--- src/rtl/csmac_pkg.sv ---
// Package: default sizes shared by the carry-save accumulator and its bench.
// Assumes nothing beyond the widths being positive.
package csmac_pkg;
    localparam int CSM_PROD_W_DEF  = 16;  // width of each product vector
    localparam int CSM_GUARD_W_DEF = 8;   // headroom bits above the product
endpackage

--- src/rtl/csa_row.sv ---
// Module: one row of independent full adders (3:2 compressor).
// Outputs the per-bit sum and the per-bit majority carry, not yet shifted.
// Assumes the caller applies the one-place weight to the carry row.
module csa_row #(
    parameter int W = 8
) (
    input  logic [W-1:0] in_a,
    input  logic [W-1:0] in_b,
    input  logic [W-1:0] in_c,
    output logic [W-1:0] sum_o,
    output logic [W-1:0] cy_o
);
    // One full adder per bit position; no connection between positions.
    for (genvar i = 0; i < W; i++) begin : g_bit
        assign sum_o[i] = in_a[i] ^ in_b[i] ^ in_c[i];
        assign cy_o[i]  = (in_a[i] & in_b[i]) | (in_b[i] & in_c[i]) | (in_a[i] & in_c[i]);
    end
endmodule

--- src/rtl/csa_4to2.sv ---
// Module: four-operand to two-operand reduction from two 3:2 rows.
// The carry rows are shifted up one place. A carry leaving bit W-1 is
// reported on spill_o so that the caller can keep track of it.
// Assumes all four operands have equal weight.
module csa_4to2 #(
    parameter int W = 8
) (
    input  logic [W-1:0] op_w,
    input  logic [W-1:0] op_x,
    input  logic [W-1:0] op_y,
    input  logic [W-1:0] op_z,
    output logic [W-1:0] sum_o,
    output logic [W-1:0] car_o,
    output logic         spill_o
);
    logic [W-1:0] lvl1_s, lvl1_c, lvl1_cs;
    logic [W-1:0] lvl2_s, lvl2_c;

    // First level: three operands to a sum row and a raw carry row.
    csa_row #(.W(W)) u_lvl1 (
        .in_a (op_w), .in_b (op_x), .in_c (op_y),
        .sum_o(lvl1_s), .cy_o(lvl1_c)
    );

    // Weight the first carry row one place up.
    assign lvl1_cs = {lvl1_c[W-2:0], 1'b0};

    // Second level: fold in the fourth operand.
    csa_row #(.W(W)) u_lvl2 (
        .in_a (lvl1_s), .in_b (lvl1_cs), .in_c (op_z),
        .sum_o(lvl2_s), .cy_o(lvl2_c)
    );

    // Outputs: shifted carry row and the carries that fell off the top.
    assign sum_o   = lvl2_s;
    assign car_o   = {lvl2_c[W-2:0], 1'b0};
    assign spill_o = lvl1_c[W-1] | lvl2_c[W-1];
endmodule

--- src/rtl/cpa_add.sv ---
// Module: carry-propagate adder for the resolve path, with carry out.
// Not part of the accumulate loop; it runs only on the stored rows.
module cpa_add #(
    parameter int W = 8
) (
    input  logic [W-1:0] a_in,
    input  logic [W-1:0] b_in,
    output logic [W-1:0] sum_o,
    output logic         cout_o
);
    // Full-width addition with one extra bit for the carry out.
    assign {cout_o, sum_o} = {1'b0, a_in} + {1'b0, b_in};
endmodule

--- src/rtl/csa_mac_acc.sv ---
// Module: carry-save accumulator for a multiply-accumulate path.
// Holds the total as a sum row and a carry row whose plain sum is the total.
// Each accepted product pair is folded in through a 4:2 reduction only.
// resolve settles the rows once and registers the result and overflow.
// Assumes product vectors are unsigned and of equal weight.
module csa_mac_acc
    import csmac_pkg::*;
#(
    parameter int PROD_W  = CSM_PROD_W_DEF,
    parameter int GUARD_W = CSM_GUARD_W_DEF,
    parameter int ACC_W   = PROD_W + GUARD_W
) (
    input  logic              clk,
    input  logic              rst_n,
    input  logic              clr,
    input  logic              acc_en,
    input  logic [PROD_W-1:0] ps_in,
    input  logic [PROD_W-1:0] pc_in,
    input  logic              resolve,
    output logic [ACC_W-1:0]  result,
    output logic              result_valid,
    output logic              overflow
);
    localparam int EXT_W = ACC_W - PROD_W;

    logic [ACC_W-1:0] zs_q, zc_q;
    logic             wrap_q;
    logic [ACC_W-1:0] fb_s, fb_c, add_s, add_c;
    logic [ACC_W-1:0] nxt_s, nxt_c;
    logic             spill;
    logic [ACC_W-1:0] settled;
    logic             settled_cout;

    // Feedback operands: the stored rows, or zero when clearing.
    assign fb_s = clr ? '0 : zs_q;
    assign fb_c = clr ? '0 : zc_q;

    // New operands: the zero-extended product pair, or zero when not accepted.
    assign add_s = acc_en ? {{EXT_W{1'b0}}, ps_in} : '0;
    assign add_c = acc_en ? {{EXT_W{1'b0}}, pc_in} : '0;

    // Loop reduction: two compressor levels, no carry propagation.
    csa_4to2 #(.W(ACC_W)) u_red (
        .op_w   (fb_s),
        .op_x   (fb_c),
        .op_y   (add_s),
        .op_z   (add_c),
        .sum_o  (nxt_s),
        .car_o  (nxt_c),
        .spill_o(spill)
    );

    // Accumulator rows and sticky record of carries lost off the top.
    always_ff @(posedge clk) begin
        if (!rst_n) begin
            zs_q   <= '0;
            zc_q   <= '0;
            wrap_q <= 1'b0;
        end else if (clr || acc_en) begin
            zs_q   <= nxt_s;
            zc_q   <= nxt_c;
            wrap_q <= (wrap_q & ~clr) | spill;
        end
    end

    // Resolve path: one carry-propagate add of the stored rows.
    cpa_add #(.W(ACC_W)) u_cpa (
        .a_in  (zs_q),
        .b_in  (zc_q),
        .sum_o (settled),
        .cout_o(settled_cout)
    );

    // Output register: capture the settled value and flag on resolve.
    always_ff @(posedge clk) begin
        if (!rst_n) begin
            result       <= '0;
            result_valid <= 1'b0;
            overflow     <= 1'b0;
        end else begin
            result_valid <= resolve;
            if (resolve) begin
                result   <= settled;
                overflow <= wrap_q | settled_cout;
            end
        end
    end
endmodule

--- config.mk ---
export PLATFORM = sky130hd
export DESIGN_NAME = csa_mac_acc
export DESIGN_NICKNAME = d
export VERILOG_FILES = /design/src/rtl/csmac_pkg.sv /design/src/rtl/csa_row.sv /design/src/rtl/csa_4to2.sv /design/src/rtl/cpa_add.sv /design/src/rtl/csa_mac_acc.sv
export SDC_FILE = /design/constraint.sdc
export NUM_CORES = 1
export LEC_CHECK = 0
export ABC_CLOCK_PERIOD_IN_PS = 3100
export BUFFER_PORTS_ARGS = -buffer_cell sky130_fd_sc_hd__buf_4
export CORE_UTILIZATION = 50
export CTS_CLUSTER_DIAMETER = 100
export DETAILED_ROUTE_END_ITERATION = 16
export PLACE_DENSITY = 0.74
export RECOVER_POWER = 100
export SYNTH_ARGS = -nofsm -noshare
export SYNTH_HDL_FRONTEND = slang
export SYNTH_SLANG_ARGS = --single-unit
--- constraint.sdc ---
create_clock -name clk -period 3.1 [get_ports clk]
set_input_delay 0.155 -clock clk [delete_from_list [all_inputs] [get_ports clk]]
set_output_delay 0.155 -clock clk [all_outputs]
set_load 0.05 [all_outputs]
# Word-level counts from Yosys, hierarchy flattened
# Index checks and enable logic that the tools add are counted.
dict set report op_classes {
  addsub 1
  muxes 4
  bitwise 336
  reduce_logical 1
}
# operator count
set ops {}
lappend ops {{$and 1x1->1} 111}
lappend ops {{$or 1x1->1} 97}
lappend ops {{$xor 1x1->1} 79}
lappend ops {{$mux 24} 2}
lappend ops {{$and 1x1->1 const B} 32}
lappend ops {{$mux 16} 2}
lappend ops {{$add 24x24->25} 1}
lappend ops {{$xor 1x1->1 const B} 16}
lappend ops {{$logic_or 1x1->1} 1}
lappend ops {{$not 1->1} 1}
dict set report totals {
  register_bits 74
  inputBits 37
  output_inout_bits 26
  elab_cells 348
}

# Longest topological paths before layout
# Gate-level depths: netlist of run 1.
dict set report depth {
  word_depth 9
  ltp_mapped 9
  depth_no_buf 9
}

# Hierarchy
# A second synthesis of run 1 with hierarchy kept.
dict set report hier_totals {
  cells_unflattened 620
  hier_area_um2 5665.4
}
# mod n_inst cells_per_inst area_each_um2 seq_area_each_um2
set by_module_without_submodules {}
lappend by_module_without_submodules {csa_mac_acc 1 397 3434.5 1501.4}
lappend by_module_without_submodules {cpa_add 1 172 1252.5 0.0}
lappend by_module_without_submodules {csa_row 2 24 480.5 0.0}
lappend by_module_without_submodules {csa_4to2 1 3 17.5 0.0}

# Least setup slack after synthesis of run 1
# No wires, ideal clock.
dict set report synth_path {
  kind {register -> register}
  from {register zc_q[1]}
  to {register result[23]}
  setup_time_ns 0.123
  t_arrival_ns 2.229
  required_time_ns 2.977
  path_slack_ns 0.748
  stages_incl_launch_ff 10
  path_buffers 0
  period_less_slack_ns 2.352
  cell_sequence {dfxtp_1 > ha_1 > fa_1 > a21oi_1 > o211ai_1 > and3_1 > a21bo_2 > a211o_1 > xnor2_1 > o21ai_1}
}
dict set report synth_via {
  elab_chain_len 1
}
# element line
set synth_rtl {}
lappend synth_rtl {{start, declared} csa_mac_acc.sv:26} ;# logic [ACC_W-1:0] zs_q, zc_q;
lappend synth_rtl {{start signal, assigned} csa_mac_acc.sv:61} ;# zc_q <= nxt_c;
lappend synth_rtl {{$add 24x24->25} cpa_add.sv:12} ;# assign {cout_o, sum_o} = {1'b0, a_in} + {1'b0, b_in};
lappend synth_rtl {{end signal, assigned} csa_mac_acc.sv:83} ;# result <= settled;
lappend synth_rtl {{end, declared} csa_mac_acc.sv:20} ;# output logic [ACC_W-1:0] result,
# No other way between the ends.
# A chain may end at the register's enable or synchronous reset.

# Final worst setup path of run 1
# Ends and elaborated chain as after synthesis.

==> results of run 1 <==
## layer usage
| metal | part of all wire, % | vias up | global-route usage [%] |
|---|---|---|---|
| li1 | - | 2106 | - |
| met4 | 1.5 | 0 | 9.12 |
| met1 | 48 | 2009 | 32.0 |
| met3 | 4.2 | 13 | 3.39 |
| met5 | 0 | - | 0 |
| met2 | 47 | 105 | 37.3 |
## worst min path at each step
stage,from,end,slack (ns),cells past startpoint
floorplan,resolve,result[23],0.37,3
global placement,result[14],result[14],0.45,2
detailed placement,result[14],result[14],0.45,2
CTS,rst_n,result[21],0.12,3
global route,rst_n,result[21],0.14,3
finish,rst_n,result[21],0.13,3
## logic make-up after synthesis
group	Yosys count
DFF	74
adders and majority gates	71
and+or+nand+nor	265
xor gates and xnor gates	15
muxes	12
AOI/OAI and AO/OA	125
buffers and inverters	39
## per-stage QoR
stage               hold slack [ns]  power (mW)  utilization [%]  instances  setup slack (ns)
global route                  0.141        2.47             58.1        785             0.286
global placement              0.449        1.52             57.0        769             0.540
finish                        0.126        2.36             58.1        785             0.369
detailed placement            0.454        1.54             57.0        769             0.457
floorplan                     0.369        1.41                -        601             0.748
CTS                           0.116        2.38             59.2        785             0.424
## worst max-delay path, stage by stage (launching register included)
cell and delay (ns):
sky130_fd_sc_hd__dfxtp_1 0.34, sky130_fd_sc_hd__ha_1 0.24, sky130_fd_sc_hd__fa_1 0.47, sky130_fd_sc_hd__a21oi_1 0.24, sky130_fd_sc_hd__o211ai_1 0.26, sky130_fd_sc_hd__and3_1 0.26, sky130_fd_sc_hd__a21bo_2 0.25, sky130_fd_sc_hd__a211o_1 0.31
sky130_fd_sc_hd__xnor2_1 0.14, sky130_fd_sc_hd__o21ai_0 0.09
## power breakdown
part           internal [mW]  switching [mW]  total (mW)
Clock                  0.473           0.386       0.859
Sequential              1.00          0.0366        1.04
Combinational          0.176           0.285       0.461
## cell usage in the layout (no fill, tap or decap), drive strengths merged, types with 3 or more instances in the layout
| cell type | n |
|---|---|
| buf | 36 |
| nand2b | 3 |
| and3 | 5 |
| nand4 | 4 |
| inv | 10 |
| a31oi | 4 |
| nor2b | 47 |
| o21ai | 23 |
| clkbuf | 39 |
| nand3 | 6 |
| nand3b | 5 |
| fa | 32 |
| a21o | 7 |
| xor2 | 3 |
| ha | 39 |
| and2 | 36 |
| nor2 | 36 |
| xnor2 | 12 |
| nand2 | 114 |
| a211oi | 5 |
| dfxtp | 74 |
| mux2i | 11 |
| a21oi | 72 |
## state kept, by name (all words and copies together) (netlist names)
name          count
overflow          1
zc_q             23
result           24
result_valid      1
wrap_q            1
zs_q             24
## final cells by class
cell class	instances	area, sq um
timing repair buffer	64	377
clock inverter	5	77.6
multi-input combinational	488	3400
tap	133	166
clock buffer	11	141
fill	899	4100
inverter	10	37.5
sequential	74	1480
==> metrics.log, run 1 <==
[metrics] share of synthesized area occupied by flip-flops and latches: 29.3%
[metrics] Worst Max-Slew Pin Slew: about 1.7 ns
[metrics] gr usage total: a little under a quarter
[metrics] largest fanout of any net on the critical path: 4
[metrics] area share of xor/xnor cells in the synthesized design: approximately 2.6%
[metrics] Primary FF master, synth: sky130_fd_sc_hd__dfxtp_1
[metrics] Async SR Flop Fraction: 0%
[metrics] FF-to-FF Start: zc_q[1]
[metrics] Final Cell Area: around 0.0057 sq mm
[metrics] TritonCTS clock tree: built
[metrics] cell taking the most area after synthesis: sky130_fd_sc_hd__dfxtp_1
[metrics] net total in the final layout: approximately 760
[metrics] Max Buffers Root-to-Sink: 2
[metrics] post-place instance area: between 0.005 and 0.006 sq mm
[metrics] summed instance area of the synthesized netlist: 0.00506 sq mm
[metrics] Critical Path End: result[23]
[metrics] pin count of the biggest net entering global routing: between 50 and 60
[metrics] Mapped Nets: 709
[metrics] fmax: 366 MHz
[metrics] endpoint of the most critical register-to-register path: result[23]
[metrics] run status: finished with violations
[metrics] first element of the critical path: zc_q[1]
[metrics] Post-CTS Hold Fix Bufs: 0
[metrics] simple-gate portion of the synthesized area: between 20% and 30%
[metrics] total number of vias: between 4000 and 5000
[metrics] failing checks: capacitance limit, slew limit
[metrics] Die Height: approximately 100 microns
[metrics] Worst EP required: between 3 and 4 ns
[metrics] area delta synth->final: 12.2%
[metrics] HPWL reported at the end of detailed placement: approximately 8.0 mm
[metrics] Synth Warn #: 0
[metrics] total power divided by cell area: between 400 and 500 mW/mm^2
[metrics] detailed-route wire length per cell: 14.4 microns
[metrics] most numerous cell in the Yosys netlist: sky130_fd_sc_hd__nand2_1
[metrics] endpoint type of the worst setup path: flop
[metrics] count of H-tree levels built during CTS: 3
[metrics] clock root buffer: sky130_fd_sc_hd__clkbuf_8
[metrics] number of buffers added for setup after CTS: 0
[metrics] clock-pin slew of the registers on the worst-case setup and hold paths: ~0.090 ns
[metrics] total of cells resized after clock tree synthesis: 0
[metrics] Post-synth EDFFs: 0
[metrics] clock net sink count: 74
[metrics] wire length of the first global-routing pass: roughly 19 mm
[metrics] IR Drop Worst-Case VDD: around 0.27 mV
[metrics] data arrival at the endpoint of the critical path: 2.96 ns
[metrics] RSZ-0062 raised after global routing: no
[metrics] antenna diode count: 0
[metrics] total wire length: ~11 mm
[metrics] flip-flop and latch count after synthesis: 74
[metrics] number of buffers added by the clock tree synthesis step: 9
[metrics] fraction of layout instances using a drive strength above 1: a little under a tenth
[metrics] number of buffer cells added on primary ports: between 60 and 70
[metrics] setup total negative slack: 0 ns
[metrics] I/O Pins: 63
[metrics] ratio of routed vias to standard cells: about 5.4
[metrics] P_leak: about 2.5 nW
[metrics] first-pass detailed-route iteration total: 4
[metrics] setup slack, reg-to-reg: ~0.37 ns
[metrics] worst max-slew margin expressed relative to the limit: -14.2%
[metrics] starting density of the core: 51.8%
[metrics] remaining global-route overflow: 0
[metrics] total die area: 0.0105 sq mm
[metrics] number of nets with antenna violations after detailed routing: 0
[metrics] Cells after Synth: 601
[metrics] Synth top cells by count: 113 x sky130_fd_sc_hd__nand2_1, 74 x sky130_fd_sc_hd__dfxtp_1, 71 x sky130_fd_sc_hd__a21oi_1, 47 x sky130_fd_sc_hd__nor2b_1, 39 x sky130_fd_sc_hd__ha_1
[metrics] cell types with the largest area share after synthesis: sky130_fd_sc_hd__dfxtp_1 29%, sky130_fd_sc_hd__fa_1 13%, sky130_fd_sc_hd__ha_1 9.6%, sky130_fd_sc_hd__nand2_1 8.4%, sky130_fd_sc_hd__a21oi_1 7.0%
[metrics] share of the synthesized area in compound gates (AO/OA/AOI/OAI): approximately 14%
[metrics] placer congestion estimate: about 0.85
[metrics] number of antenna violations at the first check in global routing: 0
[metrics] clock latency on the worst-skew pair: 0.37 ns
[metrics] Final Hold Vio Count: 0
[metrics] distinct cell type count after synthesis: between 40 and 50
[metrics] combinational family with the most area after synthesis: simple AND/OR/NAND/NOR gates
[metrics] share of Yosys cell area claimed by the top area cell type: 29.3%
[metrics] Max-Cap Viols: 2
[metrics] Floorplan Core Area: ~0.01 sq mm
[metrics] Critical Path Start Type: flop
[metrics] number of DRC violations after detailed routing: 0
[metrics] synthesized-area fraction occupied by adder cells: roughly 22%
[metrics] fraction of the cycle the final worst path needs: 88.1%
[metrics] number of placement rows: 36
[metrics] Final setup viols: 0
[metrics] skew final: 0.0139 ns
[metrics] logic depth of the worst register-to-register path: 9
[metrics] Die Span X: 103 microns
[metrics] First DRT Iteration DRCs: between 150 and 200
[metrics] Tmin final: between 2 and 3 ns
[metrics] fraction of synthesized area in multiplexers: between 2 and 2.5%
[metrics] critical path class: flop to flop
[metrics] Final Max Tran Viols: a little over 80
[metrics] via count of the first global-routing pass: between 4000 and 5000
[metrics] Hold WC Path Type: input pin to flop
[metrics] average instance area after synthesis: ~8.4 sq um
Power figures use the tool's default switching activity.
==> run 2: changes to the inputs <==
- SYNTH_HIERARCHICAL: not set -> 1
==> run 2 against run 1 <==
  * The flow still finishes with violations (capacitance limit, slew limit)
  * First-iteration DRC count up 54%
  * Synthesized cell count up 3.2%
  * Via count up 9.6%
  * Worst hold slack improved by 0.19 ns
  * Clock-buffer cell count grew 1
  * Utilization barely moved
  * Register-to-register slack improved by 0.05 ns
  * Sequential share of layout area down 2.5 points
  * Highest routed layer unchanged
==> metrics.log, run 2 <==
[metrics] run status: finished with violations
[metrics] failing checks: capacitance limit, slew limit
[metrics] Primary FF master, synth: sky130_fd_sc_hd__dfxtp_1
[metrics] number of nets with antenna violations after detailed routing: 0
[metrics] number of DRC violations after detailed routing: 0
[metrics] RSZ-0062 raised after global routing: no
[metrics] Critical Path Start Type: flop
[metrics] detailed-route wire length per cell: between 15 and 20 microns
[metrics] total die area: roughly 0.012 sq mm
[metrics] M1 GR Usage: 35.8%
[metrics] number of buffer cells added on primary ports: 62
[metrics] Final Hold Vio Count: 0
[metrics] data arrival at the endpoint of the critical path: approximately 3.0 ns
[metrics] Tmin final: about 2.7 ns
[metrics] largest fanout of any net on the critical path: 3
[metrics] gr usage total: between 20 and 25%
[metrics] area delta synth->final: 12.1%
[metrics] fraction of the cycle the final worst path needs: roughly 86%
[metrics] setup total negative slack: 0 ns
[metrics] TritonCTS clock tree: built
[metrics] antenna diode count: 0
[metrics] number of placement rows: 38
[metrics] critical path class: flop to flop
[metrics] Final setup viols: 0
[metrics] summed instance area of the synthesized netlist: roughly 0.0057 sq mm
[metrics] share of Yosys cell area claimed by the top area cell type: a little over a quarter
[metrics] starting density of the core: 51.8%
[metrics] net total in the final layout: 776
[metrics] Floorplan Core Area: between 0.01 and 0.015 sq mm
[metrics] first-pass detailed-route iteration total: 5
[metrics] number of buffers added by the clock tree synthesis step: 9
[metrics] I/O Pins: 63
[metrics] fmax: around 370 MHz
[metrics] placer congestion estimate: a little over 0.9
[metrics] GR peak layer: met2
[metrics] Worst Max-Slew Pin Slew: 2.24 ns
[metrics] cell taking the most area after synthesis: sky130_fd_sc_hd__dfxtp_1
[metrics] worst max-slew margin expressed relative to the limit: -49.2%
[metrics] endpoint type of the worst setup path: flop
[metrics] average instance area after synthesis: 9.14 sq um
[metrics] total power divided by cell area: between 400 and 500 mW/mm^2
[metrics] number of antenna violations at the first check in global routing: 0
[metrics] distinct cell type count after synthesis: 52
[metrics] total of cells resized after clock tree synthesis: 0
[metrics] clock net sink count: 75
[metrics] P_leak: approximately 2.7 nW
[metrics] First DRT Iteration DRCs: 236
[metrics] total wire length: around 13 mm
[metrics] Worst EP required: 3.37 ns
[metrics] Async SR Flop Fraction: 0%
[metrics] Post-CTS Hold Fix Bufs: 0
[metrics] Hold WC Path Type: input pin to flop
[metrics] most common cell after layout, fill and taps aside: sky130_fd_sc_hd__dfxtp_1
[metrics] number of buffers added for setup after CTS: 0
[metrics] Final Max Tran Viols: 125
[metrics] pin count of the biggest net entering global routing: 125
[metrics] flip-flop and latch count after synthesis: 75
[metrics] clock root buffer: sky130_fd_sc_hd__clkbuf_16
[metrics] HPWL reported at the end of detailed placement: around 9.3 mm
[metrics] Die Span X: 108 microns
[metrics] skew final: around 0.012 ns
[metrics] cell types with the largest area share after synthesis: sky130_fd_sc_hd__dfxtp_1 27%, sky130_fd_sc_hd__fa_1 17%, sky130_fd_sc_hd__nor2b_1 8.1%, sky130_fd_sc_hd__o211ai_1 6.8%, sky130_fd_sc_hd__ha_1 5.3%
[metrics] Cells after Synth: 620
[metrics] ratio of routed vias to standard cells: around 5.7
[metrics] grt met2 use: 36.2%
[metrics] wire length of the first global-routing pass: between 20 and 25 mm
[metrics] total number of vias: approximately 4600
[metrics] Die Height: around 110 microns
[metrics] largest registers: result: 24 flops, zc_q: 24 flops, zs_q: 24 flops
[metrics] fraction of layout instances using a drive strength above 1: 9.39%
[metrics] Max-Cap Viols: 1
[metrics] remaining global-route overflow: 0
[metrics] Global Route met3 Usage: under 10%
[metrics] final standard cell count with taps included and fillers excluded: a little over 800
[metrics] Synth top cells by count: 75 x sky130_fd_sc_hd__dfxtp_1, 73 x sky130_fd_sc_hd__nor2b_1, 60 x sky130_fd_sc_hd__nand2_1, 53 x sky130_fd_sc_hd__o21ai_0, 51 x sky130_fd_sc_hd__o211ai_1
[metrics] Max Buffers Root-to-Sink: 2
[metrics] most numerous cell in the Yosys netlist: sky130_fd_sc_hd__dfxtp_1
[metrics] clock latency on the worst-skew pair: about 0.34 ns
[metrics] Cell Count Post-Placement: 795
[metrics] count of H-tree levels built during CTS: 3
[metrics] Synth Warn #: 6
[metrics] via count of the first global-routing pass: 4459
[metrics] Post-synth EDFFs: 0
[metrics] share of synthesized area occupied by flip-flops and latches: 26.5%
[metrics] leading cell types in the layout, fill and taps excluded: 75 x sky130_fd_sc_hd__dfxtp_1, 73 x sky130_fd_sc_hd__nor2b_1, 63 x sky130_fd_sc_hd__o21ai_0
[metrics] IR Drop Worst-Case VDD: 0.362 mV
[metrics] clock-pin slew of the registers on the worst-case setup and hold paths: ~0.060 ns
## run 2: cell types whose count changed after synthesis, moves of 10 or more
cell,change
sky130_fd_sc_hd__nand2_1,-53
sky130_fd_sc_hd__o211ai_1,+49
sky130_fd_sc_hd__a21oi_1,-48
sky130_fd_sc_hd__o21ai_0,+31
sky130_fd_sc_hd__nor2b_1,+26
sky130_fd_sc_hd__nor2_1,-23
sky130_fd_sc_hd__fa_1,+17
sky130_fd_sc_hd__ha_1,-15
sky130_fd_sc_hd__mux2i_1,+14
sky130_fd_sc_hd__buf_2,+10
sky130_fd_sc_hd__o21ai_1,+10
## run 2: cell families after synthesis
group           share of synthesized area [%]
simple gates                             19.5
compound gates                           19.4
flops                                    26.5
fa+ha+maj                                22.6
buf+inv                                  4.62
mux                                      4.42
xor+xnor                                 2.78
other cells                             0.133
## run 2: metrics by stage
| step | hold WS, ns | cell area [sq um] | total power, mW | utilization (%) | setup WS (ns) |
|---|---|---|---|---|---|
| 2_1_floorplan | 0.441 | 5730 | 1.84 | - | 0.735 |
| 3_3_place_gp | 0.454 | 6170 | 2.05 | 56.4 | 0.513 |
| 3_5_place_dp | 0.458 | 6170 | 2.09 | 56.4 | 0.463 |
| 4_1_cts | 0.307 | 6470 | 3.18 | 59.2 | 0.448 |
| 5_1_grt | 0.336 | 6350 | 3.30 | 58.1 | 0.219 |
| 6_report | 0.311 | 6350 | 3.13 | 58.1 | 0.421 |
## run 2: cell type report
cell class / count / area (sq um)
clock buffer: 12 / 256
clock inverter: 4 / 48.8
fill: 999 / 4580
inverter: 6 / 22.5
multi-input combinational: 508 / 3950
sequential: 75 / 1500
tap: 140 / 175
timing repair buffer: 66 / 402
## run 2: worst paths after layout
path | start | to | slack [ns] | cells past startpoint
hold / removal | resolve | result_valid | 0.31 | 2
hold reg to reg | zs_q[4] | zs_q[4] | 0.46 | 2
setup reg to reg | zs_q[0] | result[22] | 0.42 | 10
setup / recovery | zs_q[0] | result[22] | 0.42 | 10
## run 2: where the power goes
part | total (mW) | leakage (nW) | internal, mW | switching, mW
combinational | 0.902 | 1.90 | 0.350 | 0.552
clock | 1.09 | 0.153 | 0.666 | 0.421
sequential | 1.14 | 0.615 | 1.06 | 0.0739
## run 2: metal layers
metal | part of all wire [%] | vias up
met5 | 0 | -
met3 | 4.3 | 25
met2 | 45 | 116
li1 | - | 2223
met4 | 2.3 | 0
met1 | 48 | 2275
## run 2: worst max-delay path, stage by stage (launching register included)
cell and delay [ns]:
sky130_fd_sc_hd__dfxtp_1 0.32, sky130_fd_sc_hd__ha_1 0.23, sky130_fd_sc_hd__fa_1 0.41, sky130_fd_sc_hd__a21o_1 0.23, sky130_fd_sc_hd__a221oi_2 0.39, sky130_fd_sc_hd__o21ai_0 0.22
sky130_fd_sc_hd__nor3b_1 0.20, sky130_fd_sc_hd__o21a_1 0.18, sky130_fd_sc_hd__a311oi_1 0.21, sky130_fd_sc_hd__mux2i_1 0.11, sky130_fd_sc_hd__nor2b_1 0.11
==> run 3: changes to the inputs <==
- ABC_CLOCK_PERIOD_IN_PS: 3100 -> 3500
- clock period: 3.1 -> 3.5 ns (I/O delays scaled with it)
==> run 3 against run 2 <==
  * The run still ends with capacitance limit, slew limit left
  * Global-route usage down 1.1 points
  * Setup slack gained 0.076 ns
  * Register-to-register slack better by 0.08 ns
  * Worst hold slack improved by 0.0013 ns
  * Non-clock buffer count fell by 1
  * Flip-flop and latch count is the same
  * Highest routed layer unchanged
==> metrics.log, run 3 (synthesis results as in run 2) <==
[metrics] skew final: approximately 0.011 ns
[metrics] data arrival at the endpoint of the critical path: around 3.3 ns
[metrics] largest registers: result: 24 flops, zc_q: 24 flops, zs_q: 24 flops
[metrics] Worst Max-Slew Pin Slew: about 2.2 ns
[metrics] number of antenna violations at the first check in global routing: 0
[metrics] I/O Pins: 63
[metrics] TritonCTS clock tree: built
[metrics] Critical Path End: result[22]
[metrics] number of placement rows: 38
[metrics] setup slack, reg-to-reg: 0.50 ns
[metrics] gr usage total: 23.4%
[metrics] P_leak: between 2 and 3 nW
[metrics] via count of the first global-routing pass: approximately 4300
[metrics] setup total negative slack: 0 ns
[metrics] depth of the worst hold-timing path: 2
[metrics] leading cell types in the layout, fill and taps excluded: 75 x sky130_fd_sc_hd__dfxtp_1, 73 x sky130_fd_sc_hd__nor2b_1, 64 x sky130_fd_sc_hd__o21ai_0
[metrics] first-pass detailed-route iteration total: 5
[metrics] PnR worst setup slack: 0.497 ns
[metrics] detailed-route wire length per cell: ~16 microns
[metrics] number of DRC violations after detailed routing: 0
[metrics] first element of the critical path: zs_q[0]
[metrics] worst max-slew margin expressed relative to the limit: -47.6%
[metrics] Die Span X: 108 microns
[metrics] fill cell instance count of the final layout: around 1000
[metrics] post-place instance area: 0.00616 sq mm
[metrics] total die area: ~0.012 sq mm
[metrics] FF-to-FF Start: zs_q[0]
[metrics] clock-pin slew of the registers on the worst-case setup and hold paths: approximately 0.050 ns
[metrics] total number of vias: about 4500
[metrics] logic depth of the worst register-to-register path: 10
[metrics] total wire length: between 10 and 15 mm
[metrics] fmax: roughly 330 MHz
[metrics] Final Cell Area: ~0.0063 sq mm
[metrics] wire length of the first global-routing pass: ~21 mm
[metrics] area delta synth->final: 11.4%
[metrics] most common cell after layout, fill and taps aside: sky130_fd_sc_hd__dfxtp_1
[metrics] IR Drop Worst-Case VDD: between 0.2 and 0.3 mV
[metrics] fraction of layout instances using a drive strength above 1: about 8.7%
[metrics] critical path class: flop to flop
[metrics] total power divided by cell area: roughly 420 mW/mm^2
[metrics] placer congestion estimate: 0.888
[metrics] Tmin final: roughly 3.0 ns
[metrics] Hold WC Path Type: input pin to flop
[metrics] Floorplan Core Area: 0.0109 sq mm
[metrics] Post-CTS Hold Fix Bufs: 0
[metrics] starting density of the core: 51.8%
[metrics] net total in the final layout: 775
[metrics] number of buffer cells added on primary ports: slightly above 60
[metrics] pin count of the biggest net entering global routing: 125
[metrics] post-placement setup slack: between 0.8 and 0.9 ns
[metrics] RSZ-0062 raised after global routing: no
[metrics] fraction of the cycle the final worst path needs: between 80% and 90%
[metrics] total of cells resized after clock tree synthesis: 0
[metrics] Die Height: 108 microns
[metrics] Max Buffers Root-to-Sink: 2
[metrics] clock latency on the worst-skew pair: between 0.3 and 0.4 ns
[metrics] Final Hold Vio Count: 0
[metrics] failing checks: capacitance limit, slew limit
[metrics] count of H-tree levels built during CTS: 3
[metrics] number of buffers added by the clock tree synthesis step: 9
[metrics] Critical Path Start Type: flop
[metrics] clock net sink count: 75
[metrics] ratio of routed vias to standard cells: approximately 5.6
[metrics] endpoint type of the worst setup path: flop
[metrics] endpoint of the most critical register-to-register path: result[22]
[metrics] clock root buffer: sky130_fd_sc_hd__clkbuf_16
[metrics] run status: finished with violations
[metrics] number of nets with antenna violations after detailed routing: 0
[metrics] Worst EP required: 3.76 ns
[metrics] overall power: between 2 and 3 mW
[metrics] remaining global-route overflow: 0
[metrics] First DRT Iteration DRCs: 350
[metrics] largest fanout of any net on the critical path: 3
[metrics] antenna diode count: 0
[metrics] Max-Cap Viols: 1
[metrics] number of buffers added for setup after CTS: 0
[metrics] Final Max Tran Viols: ~130
[metrics] Final setup viols: 0
[metrics] HPWL reported at the end of detailed placement: 9.26 mm
[run 3: cell count changes in the layout (fill, tap and decap cells not counted), sizes merged]
cell      previous run  this run
clkinv               3         0
buf                 37        36
clkbuf              41        44
clkinvlp             0         1
bufinv               1         0
[run 3: stage by stage]
step | hold WS (ns) | instances | utilization [%]
2_1_floorplan | 0.441 | 636 | -
3_3_place_gp | 0.456 | 794 | 56.4
3_5_place_dp | 0.456 | 794 | 56.4
4_1_cts | 0.303 | 810 | 58.9
5_1_grt | 0.349 | 810 | 57.7
6_report | 0.312 | 810 | 57.7
[run 3: final cells by class]
type / instances / area (sq um) / share of cell area (%)
multi-input cells: 508 / 3940 / 62.5
flip-flops and latches: 75 / 1500 / 23.8
repair buffers: 65 / 394 / 6.25
clock buffers: 15 / 268 / 4.24
well taps: 140 / 175 / 2.78
inverters: 6 / 22.5 / 0.357
clock inverters: 1 / 7.51 / 0.119
[run 3: worst max-delay path: stages (launching register included)]
cell	delay (ns)
sky130_fd_sc_hd__dfxtp_1	0.33
sky130_fd_sc_hd__ha_1	0.24
sky130_fd_sc_hd__fa_1	0.42
sky130_fd_sc_hd__a21o_1	0.22
sky130_fd_sc_hd__a221oi_1	0.56
sky130_fd_sc_hd__o21ai_0	0.27
sky130_fd_sc_hd__nor3b_1	0.22
sky130_fd_sc_hd__o21a_1	0.17
sky130_fd_sc_hd__a311oi_1	0.26
sky130_fd_sc_hd__mux2i_1	0.12
sky130_fd_sc_hd__nor2b_1	0.12
[run 3: worst min-delay path by stage]
stage,slack (ns),to,startpoint
detailed placement,0.46,zs_q[4],zs_q[4]
floorplan,0.44,zs_q[10],zs_q[10]
finish,0.31,overflow,resolve
global route,0.35,overflow,resolve
CTS,0.30,overflow,resolve
global placement,0.46,zs_q[9],zs_q[9]
[run 3: metal layers]
layer	vias to the layer above	track usage, %	share of wire (%)
met5	-	0	0
met4	0	8.01	1.6
met3	17	4.16	4.6
met2	121	35.5	46
met1	2163	33.5	48
li1	2225	-	-
[run 3: power breakdown]
group | switching (mW) | internal, mW | total (mW)
Combinational | 0.485 | 0.310 | 0.795
Sequential | 0.0649 | 0.943 | 1.01
Clock | 0.350 | 0.520 | 0.871
Total | 0.901 | 1.77 | 2.67
